File: src/rtl/rdc_cfg_pkg.sv
package rdc_cfg_pkg;
   localparam int BYTE_W = 8;
   localparam int DATA_W = BYTE_W - 1;

   typedef enum logic [1:0] {
      MODE_POS = 2'b00,
      MODE_VEL = 2'b01,
      MODE_CFG = 2'b10,
      MODE_RSV = 2'b11
   } rdc_mode_e;

   localparam logic [BYTE_W-1:0] ADDR_THR_BASE = 8'h88;
   localparam logic [BYTE_W-1:0] ADDR_EXC      = 8'h91;
   localparam logic [BYTE_W-1:0] ADDR_CTRL     = 8'h92;
   localparam logic [BYTE_W-1:0] ADDR_SRST     = 8'hF0;
   localparam logic [BYTE_W-1:0] ADDR_FAULT    = 8'hFF;
endpackage

File: src/rtl/rdc_sync.sv
module rdc_sync #(
   parameter int   STAGES  = 2,
   parameter logic RST_VAL = 1'b0
) (
   input  logic clk,
   input  logic rst_n,
   input  logic d,
   output logic q
);
   generate
      if (STAGES < 2) begin : g_bad_stages
         $error("rdc_sync: STAGES must be at least 2");
      end
   endgenerate

   logic [STAGES-1:0] chain;

   always_ff @(posedge clk or negedge rst_n) begin
      if (!rst_n) chain <= {STAGES{RST_VAL}};
      else        chain <= {chain[STAGES-2:0], d};
   end

   assign q = chain[STAGES-1];
endmodule

File: src/rtl/rdc_spi_port.sv
module rdc_spi_port
   import rdc_cfg_pkg::*;
#(
   parameter int SYNC_STAGES = 2
) (
   input  logic              clk,
   input  logic              rst_n,
   input  logic              sclk,
   input  logic              cs_n,
   input  logic              mosi,
   input  logic              tx_load,
   input  logic [BYTE_W-1:0] tx_data,
   output logic              byte_valid,
   output logic [BYTE_W-1:0] byte_data,
   output logic              miso
);
   localparam int CNT_W = $clog2(BYTE_W);

   logic sclk_s, cs_s, mosi_s, sclk_d;
   logic rise, fall;
   logic [CNT_W-1:0]  bit_cnt;
   logic [BYTE_W-2:0] rx_sh;
   logic [BYTE_W-1:0] tx_sh;

   rdc_sync #(.STAGES(SYNC_STAGES), .RST_VAL(1'b1)) u_sync_sclk (
      .clk(clk), .rst_n(rst_n), .d(sclk), .q(sclk_s));
   rdc_sync #(.STAGES(SYNC_STAGES), .RST_VAL(1'b1)) u_sync_cs (
      .clk(clk), .rst_n(rst_n), .d(cs_n), .q(cs_s));
   rdc_sync #(.STAGES(SYNC_STAGES), .RST_VAL(1'b0)) u_sync_mosi (
      .clk(clk), .rst_n(rst_n), .d(mosi), .q(mosi_s));

   always_ff @(posedge clk or negedge rst_n) begin
      if (!rst_n) sclk_d <= 1'b1;
      else        sclk_d <= sclk_s;
   end

   assign rise = sclk_s & ~sclk_d & ~cs_s;
   assign fall = ~sclk_s & sclk_d & ~cs_s;

   // receive side: rising edges, MSB first
   always_ff @(posedge clk or negedge rst_n) begin
      if (!rst_n) begin
         bit_cnt    <= '0;
         rx_sh      <= '0;
         byte_valid <= 1'b0;
         byte_data  <= '0;
      end else if (cs_s) begin
         bit_cnt    <= '0;
         byte_valid <= 1'b0;
      end else begin
         byte_valid <= 1'b0;
         if (rise) begin
            rx_sh   <= {rx_sh[BYTE_W-3:0], mosi_s};
            bit_cnt <= bit_cnt + 1'b1;
            if (bit_cnt == CNT_W'(BYTE_W - 1)) begin
               byte_valid <= 1'b1;
               byte_data  <= {rx_sh, mosi_s};
            end
         end
      end
   end

   // transmit side: falling edges, a load replaces the shifter
   always_ff @(posedge clk or negedge rst_n) begin
      if (!rst_n) begin
         tx_sh <= '0;
         miso  <= 1'b0;
      end else if (cs_s) begin
         tx_sh <= '0;
         miso  <= 1'b0;
      end else if (tx_load) begin
         tx_sh <= tx_data;
      end else if (fall) begin
         miso  <= tx_sh[BYTE_W-1];
         tx_sh <= {tx_sh[BYTE_W-2:0], 1'b0};
      end
   end
endmodule

File: src/rtl/rdc_reg_bank.sv
module rdc_reg_bank
   import rdc_cfg_pkg::*;
#(
   parameter int              N_THR    = 7,
   parameter int              EXC_MIN  = 4,
   parameter int              EXC_MAX  = 80,
   parameter int              EXC_RST  = 40,
   parameter logic [DATA_W-1:0] CTRL_RST = 7'h7E,
   parameter int              FAULT_W  = 8
) (
   input  logic                    clk,
   input  logic                    rst_n,
   input  logic                    cfg_mode,
   input  logic                    byte_valid,
   input  logic [BYTE_W-1:0]       byte_data,
   input  logic                    sample_fall,
   input  logic [FAULT_W-1:0]      fault_in,
   output logic                    tx_load,
   output logic [BYTE_W-1:0]       tx_data,
   output logic [N_THR*DATA_W-1:0] thr_bus,
   output logic [DATA_W-1:0]       exc_word,
   output logic [DATA_W-1:0]       ctrl_word,
   output logic [FAULT_W-1:0]      fault_reg,
   output logic                    soft_rst
);
   localparam logic [BYTE_W-1:0] THR_LAST = BYTE_W'(int'(ADDR_THR_BASE) + N_THR - 1);
   localparam logic [DATA_W-1:0] EXC_LO   = DATA_W'(EXC_MIN);
   localparam logic [DATA_W-1:0] EXC_HI   = DATA_W'(EXC_MAX);

   generate
      if (N_THR < 1 || int'(ADDR_THR_BASE) + N_THR - 1 >= int'(ADDR_EXC)) begin : g_bad_thr
         $error("rdc_reg_bank: N_THR overlaps the excitation address");
      end
      if (EXC_MIN > EXC_MAX || EXC_MAX > 127 || EXC_RST < EXC_MIN || EXC_RST > EXC_MAX) begin : g_bad_exc
         $error("rdc_reg_bank: excitation limits inconsistent");
      end
      if (FAULT_W < 1 || FAULT_W > BYTE_W) begin : g_bad_fault
         $error("rdc_reg_bank: FAULT_W out of range");
      end
   endgenerate

   function automatic logic is_mapped(input logic [BYTE_W-1:0] a);
      return (a >= ADDR_THR_BASE && a <= THR_LAST) || a == ADDR_EXC ||
             a == ADDR_CTRL || a == ADDR_SRST || a == ADDR_FAULT;
   endfunction

   logic [BYTE_W-1:0]  addr_q;
   logic               addr_ok;
   logic               fault_armed;
   logic [DATA_W-1:0]  thr_q [N_THR];
   logic [DATA_W-1:0]  exc_q, ctrl_q;
   logic [FAULT_W-1:0] fault_q;
   logic               srst_q;
   logic               take_addr, wr_en;
   logic [DATA_W-1:0]  wr_data;
   logic [BYTE_W-1:0]  rd_val;

   assign take_addr = byte_valid & cfg_mode & byte_data[BYTE_W-1];
   assign wr_en     = byte_valid & cfg_mode & ~byte_data[BYTE_W-1] & addr_ok;
   assign wr_data   = byte_data[DATA_W-1:0];

   always_ff @(posedge clk or negedge rst_n) begin
      if (!rst_n) begin
         addr_q  <= '0;
         addr_ok <= 1'b0;
      end else if (take_addr) begin
         addr_q  <= byte_data;
         addr_ok <= is_mapped(byte_data);
      end
   end

   genvar gi;
   generate
      for (gi = 0; gi < N_THR; gi++) begin : g_thr
         localparam logic [BYTE_W-1:0] MY_ADDR = BYTE_W'(int'(ADDR_THR_BASE) + gi);
         always_ff @(posedge clk or negedge rst_n) begin
            if (!rst_n)                          thr_q[gi] <= '0;
            else if (wr_en && addr_q == MY_ADDR) thr_q[gi] <= wr_data;
         end
         assign thr_bus[gi*DATA_W +: DATA_W] = thr_q[gi];
      end
   endgenerate

   always_ff @(posedge clk or negedge rst_n) begin
      if (!rst_n) begin
         exc_q  <= DATA_W'(EXC_RST);
         ctrl_q <= CTRL_RST;
         srst_q <= 1'b0;
      end else begin
         if (wr_en && addr_q == ADDR_EXC && wr_data >= EXC_LO && wr_data <= EXC_HI)
            exc_q <= wr_data;
         if (wr_en && addr_q == ADDR_CTRL)
            ctrl_q <= wr_data;
         srst_q <= wr_en && addr_q == ADDR_SRST;
      end
   end

   // sticky faults; a strobe fall after a fault read clears them
   always_ff @(posedge clk or negedge rst_n) begin
      if (!rst_n) begin
         fault_q     <= '0;
         fault_armed <= 1'b0;
      end else begin
         if (sample_fall && fault_armed) fault_q <= fault_in;
         else                            fault_q <= fault_q | fault_in;
         if (take_addr && byte_data == ADDR_FAULT) fault_armed <= 1'b1;
         else if (sample_fall)                     fault_armed <= 1'b0;
      end
   end

   always_comb begin
      rd_val = '0;
      for (int i = 0; i < N_THR; i++)
         if (byte_data == BYTE_W'(int'(ADDR_THR_BASE) + i)) rd_val = {1'b0, thr_q[i]};
      if (byte_data == ADDR_EXC)   rd_val = {1'b0, exc_q};
      if (byte_data == ADDR_CTRL)  rd_val = {1'b0, ctrl_q};
      if (byte_data == ADDR_FAULT) rd_val = BYTE_W'(fault_q);
   end

   assign tx_load   = byte_valid;
   assign tx_data   = take_addr ? rd_val : '0;
   assign exc_word  = exc_q;
   assign ctrl_word = ctrl_q;
   assign fault_reg = fault_q;
   assign soft_rst  = srst_q;
endmodule

File: src/rtl/rdc_cfg_slave.sv
module rdc_cfg_slave
   import rdc_cfg_pkg::*;
#(
   parameter int                SYNC_STAGES = 2,
   parameter int                N_THR       = 7,
   parameter int                EXC_MIN     = 4,
   parameter int                EXC_MAX     = 80,
   parameter int                EXC_RST     = 40,
   parameter logic [DATA_W-1:0] CTRL_RST    = 7'h7E,
   parameter int                FAULT_W     = 8
) (
   input  logic                    clk,
   input  logic                    rst_n,
   input  logic                    spi_sclk,
   input  logic                    spi_cs_n,
   input  logic                    spi_mosi,
   output logic                    spi_miso,
   input  logic [1:0]              mode_sel,
   input  logic                    sample_n,
   input  logic [FAULT_W-1:0]      fault_in,
   output logic [N_THR*DATA_W-1:0] thr_bus,
   output logic [DATA_W-1:0]       exc_word,
   output logic [DATA_W-1:0]       ctrl_word,
   output logic [FAULT_W-1:0]      fault_reg,
   output logic                    soft_rst
);
   logic              byte_valid, tx_load;
   logic [BYTE_W-1:0] byte_data, tx_data;
   logic              sample_s, sample_d, sample_fall;
   logic              cfg_mode;

   assign cfg_mode = (mode_sel == MODE_CFG);

   rdc_spi_port #(.SYNC_STAGES(SYNC_STAGES)) u_port (
      .clk(clk), .rst_n(rst_n), .sclk(spi_sclk), .cs_n(spi_cs_n), .mosi(spi_mosi),
      .tx_load(tx_load), .tx_data(tx_data),
      .byte_valid(byte_valid), .byte_data(byte_data), .miso(spi_miso));

   rdc_sync #(.STAGES(SYNC_STAGES), .RST_VAL(1'b1)) u_sync_sample (
      .clk(clk), .rst_n(rst_n), .d(sample_n), .q(sample_s));

   always_ff @(posedge clk or negedge rst_n) begin
      if (!rst_n) sample_d <= 1'b1;
      else        sample_d <= sample_s;
   end
   assign sample_fall = sample_d & ~sample_s;

   rdc_reg_bank #(
      .N_THR(N_THR), .EXC_MIN(EXC_MIN), .EXC_MAX(EXC_MAX), .EXC_RST(EXC_RST),
      .CTRL_RST(CTRL_RST), .FAULT_W(FAULT_W)
   ) u_regs (
      .clk(clk), .rst_n(rst_n), .cfg_mode(cfg_mode),
      .byte_valid(byte_valid), .byte_data(byte_data),
      .sample_fall(sample_fall), .fault_in(fault_in),
      .tx_load(tx_load), .tx_data(tx_data),
      .thr_bus(thr_bus), .exc_word(exc_word), .ctrl_word(ctrl_word),
      .fault_reg(fault_reg), .soft_rst(soft_rst));
endmodule

File: config.mk
export PLATFORM = sky130hd
export DESIGN_NAME = rdc_cfg_slave
export DESIGN_NICKNAME = d
export VERILOG_FILES = /design/src/rtl/rdc_cfg_pkg.sv /design/src/rtl/rdc_sync.sv /design/src/rtl/rdc_spi_port.sv /design/src/rtl/rdc_reg_bank.sv /design/src/rtl/rdc_cfg_slave.sv
export SDC_FILE = /design/constraint.sdc
export NUM_CORES = 1
export LEC_CHECK = 0
export ABC_AREA = 0
export BUFFER_PORTS_ARGS = -buffer_cell sky130_fd_sc_hd__clkbuf_2
export CORE_ASPECT_RATIO = 0.5
export CORE_MARGIN = 2
export CORE_UTILIZATION = 50
export CTS_CLUSTER_DIAMETER = 150
export DETAILED_ROUTE_END_ITERATION = 12
export PLACE_DENSITY = 0.72
export SYNTH_ARGS = -nofsm -noshare
export SYNTH_HDL_FRONTEND = slang
export SYNTH_SLANG_ARGS = --single-unit
export TNS_END_PERCENT = 100
File: constraint.sdc
create_clock -name clk -period 2.4 [get_ports clk]
set_clock_uncertainty 0.05 [all_clocks]
set_input_delay 0 -clock clk [delete_from_list [all_inputs] [get_ports clk]]
set_output_delay 0 -clock clk [all_outputs]
set_load 0.03 [all_outputs]
==> results.py, run 1 <==
metrics = {
    "clock_network": {
        "clock_latency_ns": 0.42,
        "cts.sinks": 120,
        "cts_tree": "yes",
        "cts_resized": 0,
        "cts_made_buffers": 17,
        "root_buffer": "clkbuf_16",
        "cts.clk_slew.worst_paths_ns": 0.06,
        "clockBufferDepth": 2,
        "cts_htree_levels": 4,
        "post-cts-setup-buffers": 0,
    },
    "detailed_routing": {
        "drcViolationCount": 0,
        "postRouteWirelength_um": 14280,
        "first_pass_iters": 5,
        "antenna_left": 0,
        "via_per_inst": 5.785,
        "wl_per_cell_um": 20.19,
        "vias": 4090,
        "drt_iter0_markers": 326,
    },
    "yosys": {
        "synth_top_cell_by_area": "dfrtp_1",
        "avgSynthCellArea_um2": 12.68,
        "ys_seq_area_frac": 0.5506,
        "ys_types": 61,
        "synthesis.nets": 451,
        "synth_top_area_share": 0.4740,
        "yosys_register_bits": 120,
        "yosys.cell_count.top_type": "dfrtp_1",
        "ys_top_cells_by_area": "dfrtp_1 (47%), mux2_2 (13%), dfstp_2 (7.7%)",
        "synthFlopType": "dfrtp_1",
        "synth_edf_count": 0,
        "ys_warn_count": 0,
        "synthTopCellsByCount": "dfrtp_1 (104), mux2_2 (64), nand2_1 (38), nor2_1 (21), dfstp_2 (16)",
        "syn_area_mm2": 0.005490,
        "ys_async_sr_fraction": 1.000,
        "synth_cells": 433,
    },
    "critical_path": {
        "path_max_fanout": 16,
        "crit_arrival_ns": 2.50,
        "slowest_delay_ns": 0.60,
        "end_kind": "flip-flop",
        "cp_cell_sequence": "buf_4 -> buf_4 -> o2bb2ai_1 -> a2111oi_0 -> buf_4 -> a2111oi_0 -> o21ai_0",
        "crit_family": "compound AO/OA/AOI/OAI gates",
        "critPathKind": "flip-flop to flip-flop",
        "critPathLaunchType": "flip-flop",
        "critPathBufInv": 3,
        "slowest_stage": "a2111oi_0",
        "crit_path_frequent_cell": "buf_4",
        "crit_required_ns": 2.68,
    },
    "sta": {
        "slew_headroom": 0.5894,
        "fin_crit_ns": 2.219,
        "tns_ns": 0,
        "rsz0062_at_grt": "false",
        "finalCritPeriodShare": 0.9247,
        "fin_ws_ns": 0.1808,
        "hold_violations": 0,
        "fmax_mhz": 450.6,
        "setup_violations": 0,
        "worst_pin_slew_ns": 0.6003,
        "final_max_slew_viol_count": 0,
    },
    "pwr": {
        "power_density_mw_per_mm2": 704.6,
        "p_sw_frac": 0.2186,
        "p_int_w": 0.003827,
        "power.switching_w": 0.001070,
        "max-vdd-ir-drop_mv": 0.4785,
        "p_clk_frac": 0.535,
        "pwr-share-comb": 0.030,
        "p_leak_nw": 3.394,
        "p_total_w": 0.004898,
        "sequentialPowerShare": 0.436,
    },
    "place": {
        "gp_congestion": 0.8763,
        "dp_hpwl_um": 9948,
        "port_buffers": 88,
        "place_ws_ns": 0.2563,
    },
    "outcome": {
        "status": "finished clean",
    },
    "finish": {
        "fillCellCount": 788,
        "multi_input_area_mm2": 0.002318,
        "num_antenna_cells": 0,
        "largest_reg_flops": 49,
        "area_growth_pct": 26.62,
        "drive_above_1_share": 0.4533,
        "post-route-util": 0.6657,
        "nets": 572,
        "regArea_mm2": 0.003023,
    },
    "global_route": {
        "grt_overflow": 0,
        "grt_max_degree": 47,
        "grt_pass1_vias": 4151,
        "track_usage": 0.2569,
        "antenna_found_initial": 0,
        "grt_pass1_wl_um": 23250,
    },
    "job": {
        "max_cap_viol_count": 0,
    },
    "die": {
        "core_mm2": 0.01044,
        "io_pins": 89,
        "die_y_um": 78.10,
        "die_width_um": 152.2,
        "die-area_mm2": 0.01189,
        "initial_core_util": 0.5258,
        "rows": 26,
    },
    "min_path": {
        "min_path_type": "input pin to async pin",
    },
}
[cell usage in the layout (no fill, tap or decap), types with 4 or more instances in the layout]
| master | Yosys | layout |
|---|---|---|
| a2111oi_0 | 6 | 6 |
| a21o_1 | 8 | 8 |
| a21oi_1 | 8 | 8 |
| buf_4 | 2 | 24 |
| clkbuf_16 | 0 | 17 |
| clkbuf_2 | 0 | 87 |
| clkinv_4 | 0 | 5 |
| dfrtp_1 | 104 | 104 |
| dfstp_2 | 16 | 16 |
| dlygate4sd3_1 | 0 | 15 |
| inv_1 | 4 | 4 |
| mux2_2 | 64 | 64 |
| mux2_4 | 12 | 12 |
| mux2i_1 | 9 | 9 |
| mux4_1 | 4 | 4 |
| nand2_1 | 38 | 38 |
| nand2b_1 | 9 | 9 |
| nand3_1 | 4 | 4 |
| nand4_1 | 5 | 5 |
| nor2_1 | 21 | 21 |
| nor2_2 | 5 | 5 |
| nor2b_1 | 9 | 9 |
| o211ai_1 | 5 | 5 |
| o21ai_0 | 15 | 15 |
[metal layers]
metal | wire length [um] | GRT usage | vias up
li1 | - | - | 1825
met1 | 6811 | 0.3808 | 2064
met2 | 6225 | 0.3766 | 185
met3 | 1080 | 0.05908 | 16
met4 | 156 | 0.08318 | 0
met5 | 0 | 0 | -
[power groups by stage]
stage               Sequential [W]  Clock [W]  Combinational (W)
floorplan                  0.00215          0          0.0000602
global placement           0.00216          0           0.000125
detailed placement         0.00217          0           0.000130
CTS                        0.00213    0.00267           0.000149
global route               0.00214    0.00276           0.000163
finish                     0.00213    0.00262           0.000145
[final cells by class]
class	instances	area share
clock inverters	14	0.02520
well taps	140	0.02520
inverters	4	0.002160
repair buffers	128	0.1159
clock buffers	18	0.06317
multi-input cells	283	0.3335
flip-flops and latches	120	0.4348
[through the flow]
| stage | area (um^2) | hold WS, ns | std cells |
|---|---|---|---|
| final | 6952 | 0.09833 | 707 |
| after global routing | 6952 | 0.1569 | 707 |
| after CTS | 6952 | 0.1073 | 707 |
| after floorplan | 5490 | -0.3456 | 433 |
| after global placement | 6187 | 0.01104 | 660 |
| after detailed placement | 6187 | 0.005399 | 660 |
[timing repair]
item / 4_1_cts / 5_1_grt
endpoints found under the setup margin: 0 / 0
hold buffers: 15 / 0
endpoints found under the hold margin: 56 / 0
[cells by family after synthesis]
group                      count (synthesis)  share of synthesized area
and+or+nand+nor                          122                     0.1222
DFF                                      120                     0.5506
muxes                                     90                     0.2037
AOI/OAI and AO/OA                         68                    0.09025
buffers and inverters                     30                    0.02712
adders and majority gates                  2                   0.004557
xor gates and xnor gates                   1                   0.001596
[final timing paths]
kind                                                       startpoint                                    end  slack, ns  cells after the start
min in group clk                                          mode_sel[0]           u_regs.addr_q[7]$_DFFE_PN0P_       0.13                      4
worst min register to register  u_port.u_sync_mosi.chain[0]$_DFF_PN0_  u_port.u_sync_mosi.chain[1]$_DFF_PN0_       0.31                      0
worst min-delay path                                            rst_n  u_port.u_sync_mosi.chain[0]$_DFF_PN0_        0.1                      2
max in group asynchronous                                       rst_n        u_regs.ctrl_word[4]$_DFFE_PN1P_       1.43                      3
worst max register to register        u_port.byte_data[0]$_DFFE_PN0P_            u_port.tx_sh[1]$_DFFE_PN0P_       0.18                      7
worst max-delay path                  u_port.byte_data[0]$_DFFE_PN0P_            u_port.tx_sh[1]$_DFFE_PN0P_       0.18                      7
Note: power is estimated with default switching activity, not from simulation.
==> run 2, diff against run 1 <==
Settings changed: ABC_AREA 0 to 1.
==> run 2 against run 1 <==
  * Design area fell by 3.3%
  * Fmax rose by 1.1%
  * Clock power barely moved
  * Clock-buffer cell count rose by 3
  * Largest cell class unchanged
==> results.py, run 2 <==
metrics = {
    "detailed_routing": {
        "drt_iter0_markers": 369,
        "first_pass_iters": 5,
        "antenna_left": 0,
        "postRouteWirelength_um": 14860,
        "via_per_inst": 5.344,
        "wl_per_cell_um": 16.75,
        "vias": 4740,
        "drcViolationCount": 0,
    },
    "finish": {
        "regArea_mm2": 0.003023,
        "final_common_cell": "nand2_1",
        "largest_reg_flops": 49,
        "nets": 753,
        "multi_input_area_mm2": 0.002008,
        "drive_above_1_share": 0.2182,
        "area_growth_pct": 26.17,
        "mostFrequentLayoutCells": "nand2_1 (185), dfrtp_1 (104), o21ai_0 (90)",
        "fillCellCount": 877,
        "num_antenna_cells": 0,
    },
    "global_route": {
        "antenna_found_initial": 0,
        "track_usage": 0.2767,
        "grt_overflow": 0,
        "grt_pass1_wl_um": 24160,
        "grt_pass1_vias": 4553,
        "grt_max_degree": 103,
    },
    "critical_path": {
        "crit_arrival_ns": 2.50,
        "critPathLaunchType": "flip-flop",
        "crit_required_ns": 2.70,
        "path_max_fanout": 7,
        "critPathKind": "flip-flop to flip-flop",
        "end_kind": "flip-flop",
    },
    "yosys": {
        "yosys.cell_count.top_type": "nand2_1",
        "synth_top_area_share": 0.4887,
        "synthFlopType": "dfrtp_1",
        "ys_types": 38,
        "synth_top_cell_by_area": "dfrtp_1",
        "ys_async_sr_fraction": 1.000,
        "ys_seq_area_frac": 0.5677,
        "synth_cells": 620,
        "yosys_register_bits": 120,
        "ys_warn_count": 0,
        "synthTopCellsByCount": "nand2_1 (185), dfrtp_1 (104), o21ai_0 (90), inv_1 (50), nand3_1 (40)",
        "synth_edf_count": 0,
        "synthesis.nets": 638,
        "avgSynthCellArea_um2": 8.589,
        "ys_top_cells_by_area": "dfrtp_1 (49%), nand2_1 (13%), o21ai_0 (8.5%)",
        "syn_area_mm2": 0.005325,
    },
    "sta": {
        "fin_ws_ns": 0.2042,
        "final_max_slew_viol_count": 0,
        "finalCritPeriodShare": 0.9149,
        "fmax_mhz": 455.4,
        "tns_ns": 0,
        "setup_violations": 0,
        "slew_headroom": 0.5985,
        "fin_crit_ns": 2.196,
        "worst_pin_slew_ns": 0.6002,
        "rsz0062_at_grt": "false",
        "hold_violations": 0,
        "hold_slack_ns": 0.1029,
    },
    "clock_network": {
        "clock_latency_ns": 0.42,
        "cts.clk_slew.worst_paths_ns": 0.05,
        "cts_resized": 0,
        "cts.sinks": 120,
        "cts_htree_levels": 4,
        "clockBufferDepth": 2,
        "root_buffer": "clkbuf_16",
        "cts_tree": "yes",
        "cts_made_buffers": 17,
    },
    "pwr": {
        "max-vdd-ir-drop_mv": 0.4802,
        "p_leak_nw": 3.331,
        "power_density_mw_per_mm2": 718.5,
    },
    "die": {
        "rows": 26,
        "die_width_um": 149.9,
        "die-area_mm2": 0.01154,
        "io_pins": 89,
        "initial_core_util": 0.5180,
        "core_mm2": 0.01028,
        "die_y_um": 76.98,
    },
    "place": {
        "dp_hpwl_um": 10240,
        "gp_congestion": 0.9278,
        "place_ws_ns": 0.2895,
        "port_buffers": 88,
    },
    "job": {
        "max_cap_viol_count": 0,
    },
    "outcome": {
        "status": "finished clean",
    },
    "min_path": {
        "min_path_type": "input pin to async pin",
    },
}
## run 2: cell types whose count changed after synthesis, sizes merged, moves of 9 or more
cell,previous run,this run
inv,4,56
nand2b,10,0
nand2,38,186
nand3,4,41
nor2b,9,0
o21ai,20,93
mux2,76,0
buf,16,2
mux2i,9,0
nor2,26,43
## run 2: power by group
group | total [W] | internal [W] | switching (W)
registers | 0.00209 | 0.00207 | 0.0000193
clock network | 0.00260 | 0.00172 | 0.000886
logic | 0.000135 | 0.0000485 | 0.0000868
total | 0.00483 | 0.00384 | 0.000992
## run 2: stage by stage
stage | util | total power (W) | cells | cell area [um^2]
after floorplan | - | 0.002163 | 620 | 5325
after global placement | 0.5803 | 0.002232 | 840 | 5966
after detailed placement | 0.5803 | 0.002238 | 840 | 5966
after CTS | 0.6536 | 0.004843 | 887 | 6719
after global routing | 0.6536 | 0.004964 | 887 | 6719
final | 0.6536 | 0.004828 | 887 | 6719
## run 2: final cells by class
class,instances,share of cell area
clock buffer,21,0.06555
clock inverter,10,0.02272
inverter,57,0.03184
multi-input combinational,423,0.2989
sequential,120,0.4499
tap,140,0.02607
timing repair buffer,116,0.1050
## run 2: routing by layer
metal / global-route usage / vias to the layer above / routed length (um)
met2: 0.4274 / 199 / 6821
li1: - / 2274 / -
met1: 0.3940 / 2248 / 6706
met3: 0.05833 / 19 / 1135
met4: 0.08491 / 0 / 193
met5: 0 / - / 0
## run 2: path summary, 6_finish.rpt
path                                                             from                                     to  slack [ns]  cells after the start
worst min-delay path                                            rst_n       u_sync_sample.chain[0]$_DFF_PN1_        0.10                      2
min in group clk                                          mode_sel[1]         u_regs.fault_armed$_DFFE_PN0P_        0.13                      5
worst max-delay path                  u_port.byte_data[2]$_DFFE_PN0P_            u_port.tx_sh[4]$_DFFE_PN0P_        0.20                     13
worst min register to register  u_port.u_sync_sclk.chain[0]$_DFF_PN1_  u_port.u_sync_sclk.chain[1]$_DFF_PN1_        0.30                      0
max in group asynchronous                                       rst_n         u_regs.exc_word[1]$_DFFE_PN0P_        1.16                      3
worst max register to register        u_port.byte_data[2]$_DFFE_PN0P_            u_port.tx_sh[4]$_DFFE_PN0P_        0.20                     13
## run 2: kinds of logic (layout without fill, tap and decap cells)
group,Yosys count,count (layout),synth area share
buffers and inverters,77,204,0.05521
AOI/OAI and AO/OA,121,121,0.1236
adders and majority gates,2,2,0.004698
DFF,120,120,0.5677
and+or+nand+nor,300,300,0.2488
## run 2: worst max-delay path, stage by stage (launching register included)
cell,delay (ns)
dfrtp_1,0.44
inv_1,0.26
nand2_1,0.16
nor2_1,0.44
nand3_1,0.13
nand2_1,0.10
nor2_1,0.05
nand4_1,0.09
nand2_1,0.10
nand3_1,0.10
nand2_1,0.06
nand2_1,0.05
nand2_1,0.05
nand2_1,0.06
## run 2: repair_timing
| action | 4_1_cts | 5_1_grt |
|---|---|---|
| hold buffers | 16 | 0 |
| hold endpoints to repair | 123 | 0 |
| setup buffers | 0 | 0 |
==> run 3, diff against run 2 <==
Settings changed: SYNTH_HIERARCHICAL set to 1.
==> run 3 against run 2 <==
  * Non-clock buffer count is 5 higher
  * Die area up 5.9%
  * First-iteration DRC count is 19% higher
  * Fmax is 0.55% lower
  * Combinational power down 4%
  * Sequential cell count unchanged
  * Critical endpoint is now u_port/tx_sh[2]$_DFFE_PN0P_
  * Utilization shrank 1.5 points
  * Synthesized cell count rose by 5.5%
  * Sequential share of layout area shrank 2.0 points
==> results.py, run 3 <==
metrics = {
    "outcome": {
        "status": "finished clean",
    },
    "clock_network": {
        "cts_htree_levels": 4,
        "cts.clk_slew.worst_paths_ns": 0.05,
        "root_buffer": "clkbuf_16",
        "cts.sinks": 120,
        "cts_made_buffers": 17,
        "clock_latency_ns": 0.41,
        "clockBufferDepth": 2,
        "cts_tree": "yes",
    },
    "yosys": {
        "synthesis.nets": 672,
        "ys_warn_count": 6,
        "ys_top_cells_by_area": "dfrtp_1 (46%), nand2_1 (14%), dfstp_2 (7.4%)",
        "synth_top_family_by_area": "simple AND/OR/NAND/NOR gates",
        "synth_cells": 654,
        "synthAdderAreaFrac": 0.004426,
        "avgSynthCellArea_um2": 8.646,
        "synth-compound-area-share": 0.1056,
        "synth.area.mux_share": 0,
        "synth_edf_count": 0,
        "yosys_register_bits": 120,
        "synthTopCellsByCount": "nand2_1 (205), dfrtp_1 (104), inv_1 (55), o21ai_0 (44), nand3_1 (43)",
        "ys_seq_area_frac": 0.5346,
        "yosys.cell_count.top_type": "nand2_1",
        "ys_async_sr_fraction": 1.000,
        "ys_types": 36,
        "synth_top_area_share": 0.4603,
        "synth_xor_area_frac": 0,
        "synthFlopType": "dfrtp_1",
        "syn_area_mm2": 0.005654,
        "synth_top_cell_by_area": "dfrtp_1",
        "synth-simple-area-share": 0.2837,
    },
    "critical_path": {
        "cp-startpoint": "u_port/byte_data[0]$_DFFE_PN0P_",
        "crit_path_frequent_cell": "nand2_1",
        "cp-endpoint": "u_port/tx_sh[2]$_DFFE_PN0P_",
        "cp.depth": 14,
        "critPathKind": "flip-flop to flip-flop",
        "crit_family": "simple AND/OR/NAND/NOR gates",
        "rr_endpoint": "u_port/tx_sh[2]$_DFFE_PN0P_",
        "path_max_fanout": 7,
        "critPathLaunchType": "flip-flop",
        "crit_required_ns": 2.69,
        "reg2reg_setup_slack_ns": 0.19,
        "r2r-start": "u_port/byte_data[0]$_DFFE_PN0P_",
        "slowest_stage": "dfrtp_2",
        "end_kind": "flip-flop",
        "slowest_delay_ns": 0.46,
        "cp_cell_sequence": "inv_4 -> buf_6 -> nand2_1 -> nor3_4 -> nand3_1 -> nand2_1 -> inv_1 -> nand4_1 -> nand2_1 -> a21oi_2 -> nand2_1 -> nand2_1 -> nand3_1 -> nand2_1",
        "rr_worst_depth": 14,
        "crit_arrival_ns": 2.50,
        "critPathBufInv": 3,
    },
    "min_path": {
        "min_path_type": "input pin to flip-flop",
    },
    "detailed_routing": {
        "antenna_left": 0,
        "wl_per_cell_um": 17.10,
        "via_per_inst": 5.467,
        "first_pass_iters": 8,
        "drcViolationCount": 0,
        "drt_iter0_markers": 438,
        "vias": 5062,
        "postRouteWirelength_um": 15830,
    },
    "die": {
        "initial_core_util": 0.5134,
        "die-area_mm2": 0.01223,
        "die_width_um": 154.4,
        "die_y_um": 79.20,
        "rows": 27,
        "core_mm2": 0.01101,
        "io_pins": 89,
    },
    "finish": {
        "num_antenna_cells": 0,
        "area_growth_pct": 24.43,
        "drive_above_1_share": 0.2612,
        "fillCellCount": 935,
        "final_common_cell": "nand2_1",
        "fin_area_mm2": 0.007036,
        "nets": 786,
        "mostFrequentLayoutCells": "nand2_1 (205), dfrtp_1 (103), clkbuf_2 (87)",
        "largest_reg_flops": 49,
        "final_cells": 926,
        "post-route-util": 0.6388,
    },
    "global_route": {
        "grt_pass1_wl_um": 25180,
        "grt_overflow": 0,
        "antenna_found_initial": 0,
        "grt_max_degree": 53,
        "track_usage": 0.2732,
        "grt_pass1_vias": 4675,
    },
    "sta": {
        "fin_crit_ns": 2.208,
        "final_max_slew_viol_count": 0,
        "tns_ns": 0,
        "rsz0062_at_grt": "false",
        "slew_headroom": 0.5235,
        "finalCritPeriodShare": 0.9200,
        "hold_violations": 0,
        "fmax_mhz": 452.9,
        "hold_slack_ns": 0.03004,
        "worst_pin_slew_ns": 0.7148,
        "setup_violations": 0,
    },
    "place": {
        "port_buffers": 88,
        "dp_hpwl_um": 11080,
        "dp.cells": 880,
        "gp_congestion": 0.9551,
        "dpl_cell_area_mm2": 0.006270,
    },
    "pwr": {
        "p_leak_nw": 3.332,
        "max-vdd-ir-drop_mv": 0.4621,
        "power_density_mw_per_mm2": 691.0,
    },
    "job": {
        "max_cap_viol_count": 0,
    },
}
## run 3: cell count changes in the layout (fill, tap and decap cells not counted), moves of 5 or more
cell,delta
nand4_1,+23
a21o_1,+8
a21oi_1,-8
nand2_1,+20
inv_1,+5
o21ai_1,+21
buf_4,+5
a21oi_2,+5
o21ai_0,-46
o21ai_2,+14
o21bai_1,-8
nor2_1,-10
## run 3: kinds of logic after synthesis
family,count (synthesis)
AND/OR/NAND/NOR,346
adder cells (fa/ha/maj),2
AO/OA/AOI/OAI,99
flip-flops,120
buffers and inverters,87
## run 3: repair_timing
action	CTS	global route
gates resized for setup	0	6
buffers inserted	0	1
endpoints found under the setup margin	0	6
hold endpoints to repair	61	0
hold buffers	13	0
## run 3: final cells by class
cell class                 instances  area (um^2)  share of cell area
clock buffer                      23        457.9             0.06509
clock inverter                     9        151.4             0.02152
inverter                          61        231.5             0.03290
multi-input combinational        447         2233              0.3174
sequential                       120         3024              0.4298
tap                              145        181.4             0.02579
timing repair buffer             121        755.7              0.1074
## run 3: power breakdown
group | internal (W) | switching (W) | total, W
clock network | 0.00176 | 0.000877 | 0.00264
registers | 0.00207 | 0.0000268 | 0.00209
logic | 0.0000468 | 0.0000830 | 0.000130
total | 0.00387 | 0.000986 | 0.00486
## run 3: through the flow
stage                     worst slack, ns  power, W
after floorplan                    0.6785  0.002168
after global placement             0.1591  0.002239
after detailed placement           0.1740  0.002243
after CTS                          0.1254  0.004899
after global routing             0.009510  0.005017
final                              0.1920  0.004861
## run 3: worst min path at each step
stage,startpoint,to,cells after the start
global placement,rst_n,u_port/bit_cnt[1]$_DFFE_PN0P_,1
floorplan,rst_n,u_port/bit_cnt[0]$_DFFE_PN0P_,0
detailed placement,spi_sclk,u_port/u_sync_sclk/chain[0]$_DFF_PN1_,1
global route,mode_sel[0],u_regs/soft_rst$_DFF_PN0_,4
CTS,mode_sel[0],u_regs/soft_rst$_DFF_PN0_,4
finish,mode_sel[0],u_regs/soft_rst$_DFF_PN0_,4
## run 3: worst register-to-register path, stage by stage, from the launching register on
cell,delay (ns)
dfrtp_2,0.46
inv_4,0.15
buf_6,0.17
nand2_1,0.10
nor3_4,0.29
nand3_1,0.13
nand2_1,0.09
inv_1,0.04
nand4_1,0.13
nand2_1,0.09
a21oi_2,0.15
nand2_1,0.07
nand2_1,0.07
nand3_1,0.07
nand2_1,0.08
## run 3: per-layer routing
| layer | up-vias | routed length, um | GRT usage |
|---|---|---|---|
| li1 | 2382 | - | - |
| met1 | 2419 | 7438 | 0.3905 |
| met2 | 238 | 7048 | 0.4220 |
| met3 | 23 | 1109 | 0.05404 |
| met4 | 0 | 238 | 0.09167 |
| met5 | - | 0 | 0 |
